===== config.mk =====
export PLATFORM = sky130hd
export DESIGN_NAME = interval_timer
export DESIGN_NICKNAME = d
export VERILOG_FILES = /design/src/rtl/itmr_pkg.sv /design/src/rtl/itmr_prescaler.sv /design/src/rtl/itmr_counter.sv /design/src/rtl/itmr_regs.sv /design/src/rtl/interval_timer.sv
export SDC_FILE = /design/constraint.sdc
export NUM_CORES = 1
export LEC_CHECK = 0
export CORE_MARGIN = 10
export CORE_UTILIZATION = 45
export CTS_CLUSTER_DIAMETER = 200
export DETAILED_ROUTE_END_ITERATION = 10
export HOLD_SLACK_MARGIN = 0.03
export PLACE_DENSITY = 0.68
export RECOVER_POWER = 100
export SYNTH_ARGS = -nofsm -noshare
export SYNTH_HDL_FRONTEND = slang
export SYNTH_SLANG_ARGS = --single-unit

===== constraint.sdc =====
create_clock -name clk -period 2.9 [get_ports clk]
set_clock_uncertainty 0.05 [all_clocks]
set_input_delay 0.58 -clock clk [delete_from_list [all_inputs] [get_ports clk]]
set_output_delay 0.58 -clock clk [all_outputs]
set_load 0.05 [all_outputs]

===== src/rtl/itmr_pkg.sv =====
package itmr_pkg;
   localparam int unsigned CTL_RUN  = 0;
   localparam int unsigned CTL_RLD  = 1;
   localparam int unsigned CTL_FLAG = 2;
   localparam int unsigned CTL_IEN  = 3;
   localparam int unsigned CTL_OVW  = 4;
   localparam int unsigned CTL_SLOW = 5;

   localparam logic [2:0] OFS_CTRL = 3'd0;
   localparam logic [2:0] OFS_MOD  = 3'd2;
   localparam logic [2:0] OFS_CNT  = 3'd4;

   typedef struct packed {
      logic slow;
      logic ovw;
      logic ien;
      logic rld;
      logic run;
   } itmr_ctrl_t;
endpackage


===== src/rtl/itmr_prescaler.sv =====
module itmr_prescaler #(
   parameter int unsigned BASE_DIV = 2,
   parameter int unsigned SLOW_DIV = 64
) (
   input  logic clk,
   input  logic rst_n,
   input  logic run,
   input  logic restart,
   input  logic slow_sel,
   output logic tick
);
   localparam int unsigned FULL_DIV = BASE_DIV * SLOW_DIV;
   localparam int unsigned PRE_W    = (FULL_DIV > 2) ? $clog2(FULL_DIV) : 1;
   localparam logic [PRE_W-1:0] FAST_TOP = PRE_W'(BASE_DIV - 1);
   localparam logic [PRE_W-1:0] SLOW_TOP = PRE_W'(FULL_DIV - 1);

   logic [PRE_W-1:0] pre_q;
   logic [PRE_W-1:0] top_sel;

   generate
      if (SLOW_DIV > 1) begin : g_two_rate
         always_comb top_sel = slow_sel ? SLOW_TOP : FAST_TOP;
      end else begin : g_one_rate
         logic unused_sel;
         always_comb unused_sel = slow_sel;
         always_comb top_sel = FAST_TOP;
      end
   endgenerate

   always_comb tick = run && (pre_q >= top_sel);

   always_ff @(posedge clk or negedge rst_n) begin
      if (!rst_n) begin
         pre_q <= '0;
      end else if (!run || restart || tick) begin
         pre_q <= '0;
      end else begin
         pre_q <= pre_q + 1'b1;
      end
   end

   AST_TICK_NEEDS_RUN: assert property (@(posedge clk) disable iff (!rst_n)
      !run |-> !tick);
   AST_TICK_SPACING: assert property (@(posedge clk) disable iff (!rst_n)
      tick |=> !tick);
endmodule


===== src/rtl/itmr_counter.sv =====
module itmr_counter #(
   parameter int unsigned CNT_W = 16
) (
   input  logic             clk,
   input  logic             rst_n,
   input  logic             tick,
   input  logic             load,
   input  logic [CNT_W-1:0] load_val,
   input  logic             reload_en,
   input  logic [CNT_W-1:0] mod_val,
   output logic [CNT_W-1:0] cnt,
   output logic             term
);
   localparam logic [CNT_W-1:0] ALL_ONES = {CNT_W{1'b1}};

   logic [CNT_W-1:0] cnt_q;
   logic             at_zero;

   always_comb at_zero = (cnt_q == '0);
   always_comb term    = tick && at_zero;
   always_comb cnt     = cnt_q;

   always_ff @(posedge clk or negedge rst_n) begin
      if (!rst_n) begin
         cnt_q <= '0;
      end else if (load) begin
         cnt_q <= load_val;
      end else if (tick) begin
         if (at_zero) begin
            cnt_q <= reload_en ? mod_val : ALL_ONES;
         end else begin
            cnt_q <= cnt_q - 1'b1;
         end
      end
   end

   AST_STEP_DOWN: assert property (@(posedge clk) disable iff (!rst_n)
      tick && !load && (cnt_q != '0) |=> cnt_q == $past(cnt_q) - 1'b1);
   AST_RELOAD_MOD: assert property (@(posedge clk) disable iff (!rst_n)
      tick && !load && (cnt_q == '0) && reload_en |=> cnt_q == $past(mod_val));
   AST_WRAP_ONES: assert property (@(posedge clk) disable iff (!rst_n)
      tick && !load && (cnt_q == '0) && !reload_en |=> cnt_q == ALL_ONES);
   AST_HOLD_IDLE: assert property (@(posedge clk) disable iff (!rst_n)
      !tick && !load |=> $stable(cnt_q));
   AST_LOAD_TAKES: assert property (@(posedge clk) disable iff (!rst_n)
      load |=> cnt_q == $past(load_val));
endmodule


===== src/rtl/itmr_regs.sv =====
module itmr_regs
   import itmr_pkg::*;
#(
   parameter int unsigned CNT_W  = 16,
   parameter int unsigned ADDR_W = 3
) (
   input  logic              clk,
   input  logic              rst_n,
   input  logic              bus_wr,
   input  logic [ADDR_W-1:0] bus_addr,
   input  logic [CNT_W-1:0]  bus_wdata,
   input  logic [CNT_W-1:0]  cnt,
   input  logic              term,
   output logic [CNT_W-1:0]  bus_rdata,
   output itmr_ctrl_t        ctrl,
   output logic [CNT_W-1:0]  mod_val,
   output logic              load,
   output logic [CNT_W-1:0]  load_val,
   output logic              flag
);
   itmr_ctrl_t       ctrl_q;
   logic [CNT_W-1:0] mod_q;
   logic             flag_q;
   logic             wr_ctrl;
   logic             wr_mod;
   logic             run_rise;
   logic             ovw_load;
   logic             clr_req;

   always_comb begin
      wr_ctrl  = bus_wr && (bus_addr == ADDR_W'(OFS_CTRL));
      wr_mod   = bus_wr && (bus_addr == ADDR_W'(OFS_MOD));
      run_rise = wr_ctrl && !ctrl_q.run && bus_wdata[CTL_RUN];
      ovw_load = wr_mod && ctrl_q.ovw;
      clr_req  = wr_ctrl && bus_wdata[CTL_FLAG];
      load     = run_rise || ovw_load;
      load_val = wr_mod ? bus_wdata : mod_q;
   end

   always_ff @(posedge clk or negedge rst_n) begin
      if (!rst_n) begin
         ctrl_q <= '0;
      end else if (wr_ctrl) begin
         ctrl_q.run  <= bus_wdata[CTL_RUN];
         ctrl_q.rld  <= bus_wdata[CTL_RLD];
         ctrl_q.ien  <= bus_wdata[CTL_IEN];
         ctrl_q.ovw  <= bus_wdata[CTL_OVW];
         ctrl_q.slow <= bus_wdata[CTL_SLOW];
      end
   end

   always_ff @(posedge clk or negedge rst_n) begin
      if (!rst_n) begin
         mod_q <= '0;
      end else if (wr_mod) begin
         mod_q <= bus_wdata;
      end
   end

   always_ff @(posedge clk or negedge rst_n) begin
      if (!rst_n) begin
         flag_q <= 1'b0;
      end else if (term) begin
         flag_q <= 1'b1;
      end else if (clr_req) begin
         flag_q <= 1'b0;
      end
   end

   always_comb begin
      bus_rdata = '0;
      unique case (bus_addr)
         ADDR_W'(OFS_CTRL): begin
            bus_rdata[CTL_RUN]  = ctrl_q.run;
            bus_rdata[CTL_RLD]  = ctrl_q.rld;
            bus_rdata[CTL_FLAG] = flag_q;
            bus_rdata[CTL_IEN]  = ctrl_q.ien;
            bus_rdata[CTL_OVW]  = ctrl_q.ovw;
            bus_rdata[CTL_SLOW] = ctrl_q.slow;
         end
         ADDR_W'(OFS_CNT): bus_rdata = cnt;
         default: bus_rdata = '0;
      endcase
   end

   always_comb begin
      ctrl    = ctrl_q;
      mod_val = mod_q;
      flag    = flag_q;
   end

   AST_FLAG_STICKY: assert property (@(posedge clk) disable iff (!rst_n)
      flag_q && !clr_req |=> flag_q);
   AST_SET_WINS: assert property (@(posedge clk) disable iff (!rst_n)
      term |=> flag_q);
   AST_CLEAR_TAKES: assert property (@(posedge clk) disable iff (!rst_n)
      clr_req && !term |=> !flag_q);
   AST_MOD_KEEP: assert property (@(posedge clk) disable iff (!rst_n)
      !wr_mod |=> $stable(mod_q));
endmodule


===== src/rtl/interval_timer.sv =====
module interval_timer
   import itmr_pkg::*;
#(
   parameter int unsigned CNT_W    = 16,
   parameter int unsigned ADDR_W   = 3,
   parameter int unsigned BASE_DIV = 2,
   parameter int unsigned SLOW_DIV = 64
) (
   input  logic              clk,
   input  logic              rst_n,
   input  logic              bus_wr,
   input  logic [ADDR_W-1:0] bus_addr,
   input  logic [CNT_W-1:0]  bus_wdata,
   output logic [CNT_W-1:0]  bus_rdata,
   output logic              irq
);
   generate
      if (CNT_W < 6) begin : g_bad_width
         $error("interval_timer: CNT_W must cover all control bits");
      end
      if (ADDR_W < 3) begin : g_bad_addr
         $error("interval_timer: ADDR_W must reach offset 4");
      end
      if (BASE_DIV < 2) begin : g_bad_base
         $error("interval_timer: BASE_DIV must be at least 2");
      end
      if (SLOW_DIV < 1) begin : g_bad_slow
         $error("interval_timer: SLOW_DIV must be at least 1");
      end
   endgenerate

   itmr_ctrl_t       ctrl;
   logic [CNT_W-1:0] mod_val;
   logic [CNT_W-1:0] load_val;
   logic [CNT_W-1:0] cnt;
   logic             load;
   logic             tick;
   logic             term;
   logic             flag;

   itmr_regs #(.CNT_W(CNT_W), .ADDR_W(ADDR_W)) u_regs (
      .clk       (clk),
      .rst_n     (rst_n),
      .bus_wr    (bus_wr),
      .bus_addr  (bus_addr),
      .bus_wdata (bus_wdata),
      .cnt       (cnt),
      .term      (term),
      .bus_rdata (bus_rdata),
      .ctrl      (ctrl),
      .mod_val   (mod_val),
      .load      (load),
      .load_val  (load_val),
      .flag      (flag)
   );

   itmr_prescaler #(.BASE_DIV(BASE_DIV), .SLOW_DIV(SLOW_DIV)) u_pre (
      .clk      (clk),
      .rst_n    (rst_n),
      .run      (ctrl.run),
      .restart  (load),
      .slow_sel (ctrl.slow),
      .tick     (tick)
   );

   itmr_counter #(.CNT_W(CNT_W)) u_cnt (
      .clk       (clk),
      .rst_n     (rst_n),
      .tick      (tick),
      .load      (load),
      .load_val  (load_val),
      .reload_en (ctrl.rld),
      .mod_val   (mod_val),
      .cnt       (cnt),
      .term      (term)
   );

   always_comb irq = flag && ctrl.ien;

   AST_IRQ_NEEDS_IEN: assert property (@(posedge clk) disable iff (!rst_n)
      !ctrl.ien |-> !irq);
   AST_TERM_AT_ZERO: assert property (@(posedge clk) disable iff (!rst_n)
      term |-> (cnt == '0) && ctrl.run);
endmodule


==> metrics.txt, run 1 <==
DR WL/cell 17.5 µm; Cell Pwr Density 637 mW/mm²; Starting Density 46.3%; number of global-route vias before repair about 2,300; Critical Path RT approximately 2.3 ns; area of the multi-input gates 0.00148 mm²; Worst Hold Margin 0.440 ns; Final nets approximately 350; clk_lat worst skew 0.30 ns; Net Sw Frac 37.8%; Vias per Instance 5.69; RSZ-0062 raised after global routing no; Die Height 97.8 µm; internal power 1.27 mW; antenna viol nets, final 0; sequential fraction of the synthesis area around two fifths; synthesized area per cell 9.69 µm²; Setup Viol. Count Final 0; Area Overhead vs Synth 17.5%; Comb power frac roughly a third; Antenna Cells 0; largest area contributor in the netlist dfrtp_1; CTS tree done; Ports 39; run status complete, no violations; die area 0.00956 mm²; largest net degree at the start of global routing 46; Iter 0 DRT Violations 133; Clock Sinks 45; Worst-Margin Slew approximately 1.1 ns; type of the worst setup path in2out; core area 0.00589 mm²; synthesized area around 0.0027 mm²; Worst setup EP type output port; Mapped Cells 281; fin crit period about 2.7 ns; EDFF count, synth 0; top_reg_cell synth dfrtp_1; clock share of power between 10% and 20%; CP Data Arrival Time roughly 2.1 ns; Yosys reg bits 45; Placed Cells incl. Taps 386; LEAKAGE 1.35 nW; pre-CTS setup slack between 0.02 and 0.025 ns; Synth Warn # 0; row count 28; CTS buffer count 5; port bufs 38; setup ws final 0.167 ns; synth top area cells dfrtp_1 (41%), mux2_2 (7.4%), ha_1 (4.1%), nand2_1 (3.4%), nor2_1 (3.2%); # hold bufs at CTS 0; FFs w/ async S/R, synth 100%; Die X 97.8 µm; crit path buf inv count 2; max-slew violations 0; total power 2.04 mW; Finished Layout Cells 394; count of cell types in the netlist 52; f_max approximately 0.37 GHz; CP max stage delay 0.59 ns; critical-path cell list dlygate4sd3_1 > nor2_2 > and3_1 > clkbuf_2; Reg power frac 47.8%; DRC 0; first-pass GRT wire length 11,800 µm; CTS HTree Levels 2; fillers 569; Psw ~770 µW; global route overflow 0; Yosys top cell area share 41.4%; CTS root buffer clkbuf_8; top post-synthesis cells by count dfrtp_1 (45), nand2_1 (25), nor2_1 (23); vias post-DR 2,242; initial antenna violation count 0; fin crit share 94.2%; clock transition at the registers of the reported paths 0.08 ns; Pre-Repair DR Iteration Count 4; final hold vios 0; layout cells sized above 1 roughly 14%; most frequent cell after synthesis dfrtp_1; setup TNS 0 ns; placed standard-cell area 0.00333 mm²; critical-path maximum fanout 10; Bufs on Longest Clock Path 2; maximum vdd ir drop between 0.3 and 0.4 mV; WL final 6900 µm; worst min path class in2async; CP startpoint kind input port; max_slew headroom 24.2%; Util after Layout 54.4%; Max Cap Viol 0; register area 0.00113 mm²; CP max-delay cell dlygate4sd3_1; Post-DP HPWL 5000 µm; cell family with most CP delay buffers and inverters; Total GRT Usage between 10 and 15%; design area 0.00320 mm²; Net Count, Synth roughly 310; Placer Congestion 0.833
## metal layers
| metal | track usage, % | vias to the layer above | routed length [µm] |
|---|---|---|---|
| met2 | 23.9 | 54 | 3300 |
| met3 | 4.30 | 7 | 474 |
| met1 | 18.6 | 1075 | 3080 |
| met4 | 3.91 | 0 | 52 |
| met5 | 0 | - | 0 |
| li1 | - | 1106 | - |
## power by group through the flow
stage	clock, mW	combinational (mW)	sequential [mW]
global route	0.419	0.764	1.01
finish	0.382	0.681	0.974
global placement	0	0.707	0.984
detailed placement	0	0.728	0.987
CTS	0.396	0.733	0.973
floorplan	0	0.559	0.904
## state kept, by name (all words and copies together), names as in the netlist
name / flops
u_cnt.cnt: 16
u_regs.mod_val: 16
u_pre.pre_q: 7
u_regs.ctrl: 5
u_regs.flag: 1
## placed cells by master, fill, tap and decap left out, drive strengths merged, types with 4 or more instances in the layout
cell type and n:
nor3 6, dfrtp 45, o211ai 7, and3 13, o21ai 17, a2bb2oi 4
xnor2 6, mux2i 6, mux2 18, ha 9, clkdlybuf4s50 19, buf 8
nand3b 5, a21oi 13, nor2 23, inv 6, xor2 4, and2 5
clkbuf 22, nand2 25, o31ai 4, nand3 14
## worst reg2reg max path, delay by kind of cell, from the launching register on
family	cells	cell delay (ns)
buffers and inverters	1	0.13
adder cells (fa/ha/maj)	1	0.37
flip-flops	1	0.34
AO/OA/AOI/OAI	4	0.95
AND/OR/NAND/NOR	2	0.38
## cell families after synthesis
logic type | count (synthesis) | synth area share [%]
multiplexers | 24 | 9.65
AO/OA/AOI/OAI | 63 | 15.2
adder cells (fa/ha/maj) | 9 | 4.14
XOR/XNOR | 10 | 3.22
AND/OR/NAND/NOR | 110 | 22.6
flip-flops | 45 | 41.4
buffers and inverters | 20 | 3.86
## cell type report
class	count	share of cell area, %
flip-flops and latches	45	35.2
multi-input cells	216	46.2
clock inverters	1	0.235
clock buffers	7	2.39
repair buffers	44	12.3
inverters	6	0.704
well taps	75	2.93
## what timing repair did
item                                    CTS  global route
gates resized for setup                   0             1
endpoints found under the setup margin    0            10
setup buffers                             0             0
## worst paths after layout
kind,from,depth (start not counted),slack [ns],endpoint
max in group asynchronous,rst_n,1,1.67,u_regs.mod_val[5]
max,bus_addr[1],4,0.17,bus_rdata[6]
min reg2reg,u_pre.pre_q[0],1,0.44,u_pre.pre_q[0]
min,rst_n,1,0.44,u_pre.pre_q[5]
min in group clk,u_pre.pre_q[0],1,0.44,u_pre.pre_q[0]
max reg2reg,u_regs.ctrl[4],8,0.57,u_cnt.cnt[1]
Note: power is estimated with default switching activity, not from simulation.
==> run 2, diff against run 1 <==
--- a/config.mk
+++ b/config.mk
@@ -7,7 +7,7 @@
 export LEC_CHECK = 0
 export CORE_MARGIN = 10
 export CORE_UTILIZATION = 45
-export CTS_CLUSTER_DIAMETER = 200
+export CTS_CLUSTER_DIAMETER = 120
 export DETAILED_ROUTE_END_ITERATION = 10
 export HOLD_SLACK_MARGIN = 0.03
 export PLACE_DENSITY = 0.68
==> results of run 2 <==
Final layout, timing and power as in run 1 (identical DEF).
==> run 3, diff against run 2 <==
--- a/config.mk
+++ b/config.mk
@@ -10,7 +10,7 @@
 export CTS_CLUSTER_DIAMETER = 120
 export DETAILED_ROUTE_END_ITERATION = 10
 export HOLD_SLACK_MARGIN = 0.03
-export PLACE_DENSITY = 0.68
+export PLACE_DENSITY = 0.71
 export RECOVER_POWER = 100
 export SYNTH_ARGS = -nofsm -noshare
 export SYNTH_HDL_FRONTEND = slang
==> constraint.sdc (replaced) <==
create_clock -name clk -period 2.4 [get_ports clk]
set_clock_uncertainty 0.05 [all_clocks]
set_input_delay 0.48 -clock clk [delete_from_list [all_inputs] [get_ports clk]]
set_output_delay 0.48 -clock clk [all_outputs]
set_load 0.05 [all_outputs]
==> run 3 against run 2 <==
- final cell count increased by 4.3%
- non-clock buffer count grew 17
- power rose by 25%
- setup slack worse by 0.17 ns
- die area did not move
- routed wire length decreased by 0.12%
- sequential power grew 20%
- register-to-register slack worse by 0.31 ns
- critical path type unchanged
- largest cell class unchanged
- highest routed layer unchanged
==> metrics.txt, run 3 (synthesized netlist as in run 1, its figures left out) <==
run status complete, no violations (unchanged); die area 0.00956 mm² (unchanged); Post-CTS Setup Bufs 0 (unchanged); CTS tree done (unchanged); Critical Path RT 1.87 ns (was 2.27 ns); Clock Sinks 45 (unchanged); CP max stage delay 0.49 ns (was 0.59 ns); CP Data Arrival Time 1.87 ns (was 2.10 ns); Placer Congestion 0.877 (was 0.833); Die Height 97.8 µm (unchanged); WL final 6890 µm (was 6900 µm); setup TNS 0 ns (unchanged); Max Cap Viol 0 (unchanged); DR WL/cell 16.8 µm (was 17.5 µm); # hold bufs at CTS 0 (unchanged); clock transition at the registers of the reported paths 0.08 ns (about the same); maximum vdd ir drop 0.367 mV (was 0.307 mV); Bufs on Longest Clock Path 2 (unchanged); max_slew headroom 35.4% (was 24.2%); max-slew violations 0 (unchanged); critical-path maximum fanout 6 (was 10); row count 28 (unchanged); Vias per Instance 5.64 (was 5.69); vias post-DR 2,316 (was 2,242); Ports 39 (unchanged); LEAKAGE 1.49 nW (was 1.35 nW); most common cell after layout, fill and taps aside dfrtp_1 (unchanged); worst min path class in2async (unchanged); most frequent cells in the layout dfrtp_1 (45), nand2_1 (25), nor2_1 (21), clkdlybuf4s50_1 (21), buf_4 (19) (was dfrtp_1 (45), nand2_1 (25), nor2_1 (22), clkdlybuf4s50_1 (19), o21ai_0 (16)); global route overflow 0 (unchanged); critical-path cell list clkdlybuf4s50_1 > buf_4 > or2_2 > nor2_1 > buf_12 (was dlygate4sd3_1 > nor2_2 > and3_1 > clkbuf_2); type of the worst setup path in2out (unchanged); Setup Viol. Count Final 0 (unchanged); core area 0.00589 mm² (unchanged); CTS buffer count 5 (unchanged); fin crit share 99.9%; Util after Layout 60.1% (was 54.4%); Pre-Repair DR Iteration Count 4 (unchanged); number of global-route vias before repair 2,384 (was 2,288); Worst R2R End u_cnt.cnt[14] (was u_cnt.cnt[1]); port bufs 38 (unchanged); Starting Density 46.3% (unchanged); CTS HTree Levels 2 (unchanged); CTS root buffer clkbuf_8 (unchanged); Total GRT Usage 14.2% (was 14.7%); r2r setup slk 0.26 ns (was 0.57 ns); DRC 0 (unchanged); Post-DP HPWL 5240 µm (was 5000 µm); crit path buf inv count 3 (was 2); Cell Pwr Density 718 mW/mm² (was 637 mW/mm²); Worst-Margin Slew 0.969 ns (was 1.14 ns); final hold vios 0 (unchanged); fin crit period 2.40 ns; R2R depth 6 (was 8); initial antenna violation count 0 (unchanged); layout cells sized above 1 22.0% (was 14.1%); Worst setup EP type output port (unchanged); cell family with most CP delay buffers and inverters (unchanged); f_max 0.417 GHz; Die X 97.8 µm (unchanged); Area Overhead vs Synth 29.9% (was 17.5%); CP startpoint kind input port (unchanged); CP max-delay cell clkdlybuf4s50_1 (was dlygate4sd3_1); Iter 0 DRT Violations 156 (was 133); clk_lat worst skew 0.30 ns (about the same); fillers 515 (was 569); antenna viol nets, final 0 (unchanged); Final nets 366 (was 349); Antenna Cells 0 (unchanged); RSZ-0062 raised after global routing yes (was no); worst r2r src u_cnt.cnt[3] (was u_regs.ctrl[4]); largest net degree at the start of global routing 40 (was 46); first-pass GRT wire length 11,500 µm (was 11,800 µm)
[run 3: cell types whose count changed in the layout (fill, tap and decap cells not counted), sizes merged]
cell | previous run | this run
clkinvlp | 1 | 0
buf | 8 | 36
dlygate4sd3 | 2 | 0
clkinv | 0 | 2
clkdlybuf4s50 | 19 | 21
clkbuf | 22 | 10
[run 3: report_power, final]
group	switching [mW]	internal [mW]	total, mW
Clock	0.255	0.202	0.457
Sequential	0.230	0.942	1.17
Combinational	0.463	0.450	0.913
Total	0.947	1.59	2.54
[run 3: area by class of cell]
cell class / instances / area, µm² / area share (%)
Clock buffer: 6 / 72.6 / 2.05
Clock inverter: 2 / 10.0 / 0.283
Inverter: 6 / 22.5 / 0.637
Multi-Input combinational cell: 216 / 1510 / 42.7
Sequential cell: 45 / 1130 / 31.8
Tap cell: 75 / 93.8 / 2.65
Timing Repair Buffer: 61 / 701 / 19.8
[run 3: routing by layer]
metal | GRT usage, % | wire (µm) | share of wire [%] | up-vias
li1 | - | - | - | 1132
met2 | 22.7 | 3200 | 46 | 71
met1 | 17.6 | 3130 | 45 | 1101
met5 | 0 | 0 | 0 | -
met4 | 6.60 | 150 | 2.2 | 0
met3 | 3.74 | 410 | 6.0 | 12
[run 3: repair_timing]
| item | CTS | global route |
|---|---|---|
| resized for setup | 1 | 3 |
| endpoints found under the setup margin | 1 | 16 |
| pin swaps | 0 | 0 |
[run 3: per-stage QoR]
step	hold slack, ns	setup WS (ns)	instance area, µm²	power (mW)	instances
after global routing	0.353	-0.0667	3540	2.72	411
after detailed placement	0.431	-0.0713	3460	2.10	403
final	0.267	0.00204	3540	2.54	411
after CTS	0.274	-0.00265	3540	2.56	411
after global placement	0.427	-0.0149	3460	2.07	403
after floorplan	0.134	0.299	2720	1.77	281
[run 3: worst max path at each step]
stage | from | end | slack [ns] | cells after the start
2_1_floorplan | bus_addr[0] | bus_rdata[0] | 0.30 | 3
5_1_grt | bus_addr[1] | bus_rdata[5] | -0.07 | 5
4_1_cts | bus_addr[1] | bus_rdata[4] | -0.003 | 5
3_5_place_dp | bus_addr[1] | u_cnt.cnt[10] | -0.07 | 5
3_3_place_gp | bus_addr[1] | u_cnt.cnt[10] | -0.01 | 5
6_report | bus_addr[1] | bus_rdata[4] | 0.002 | 5
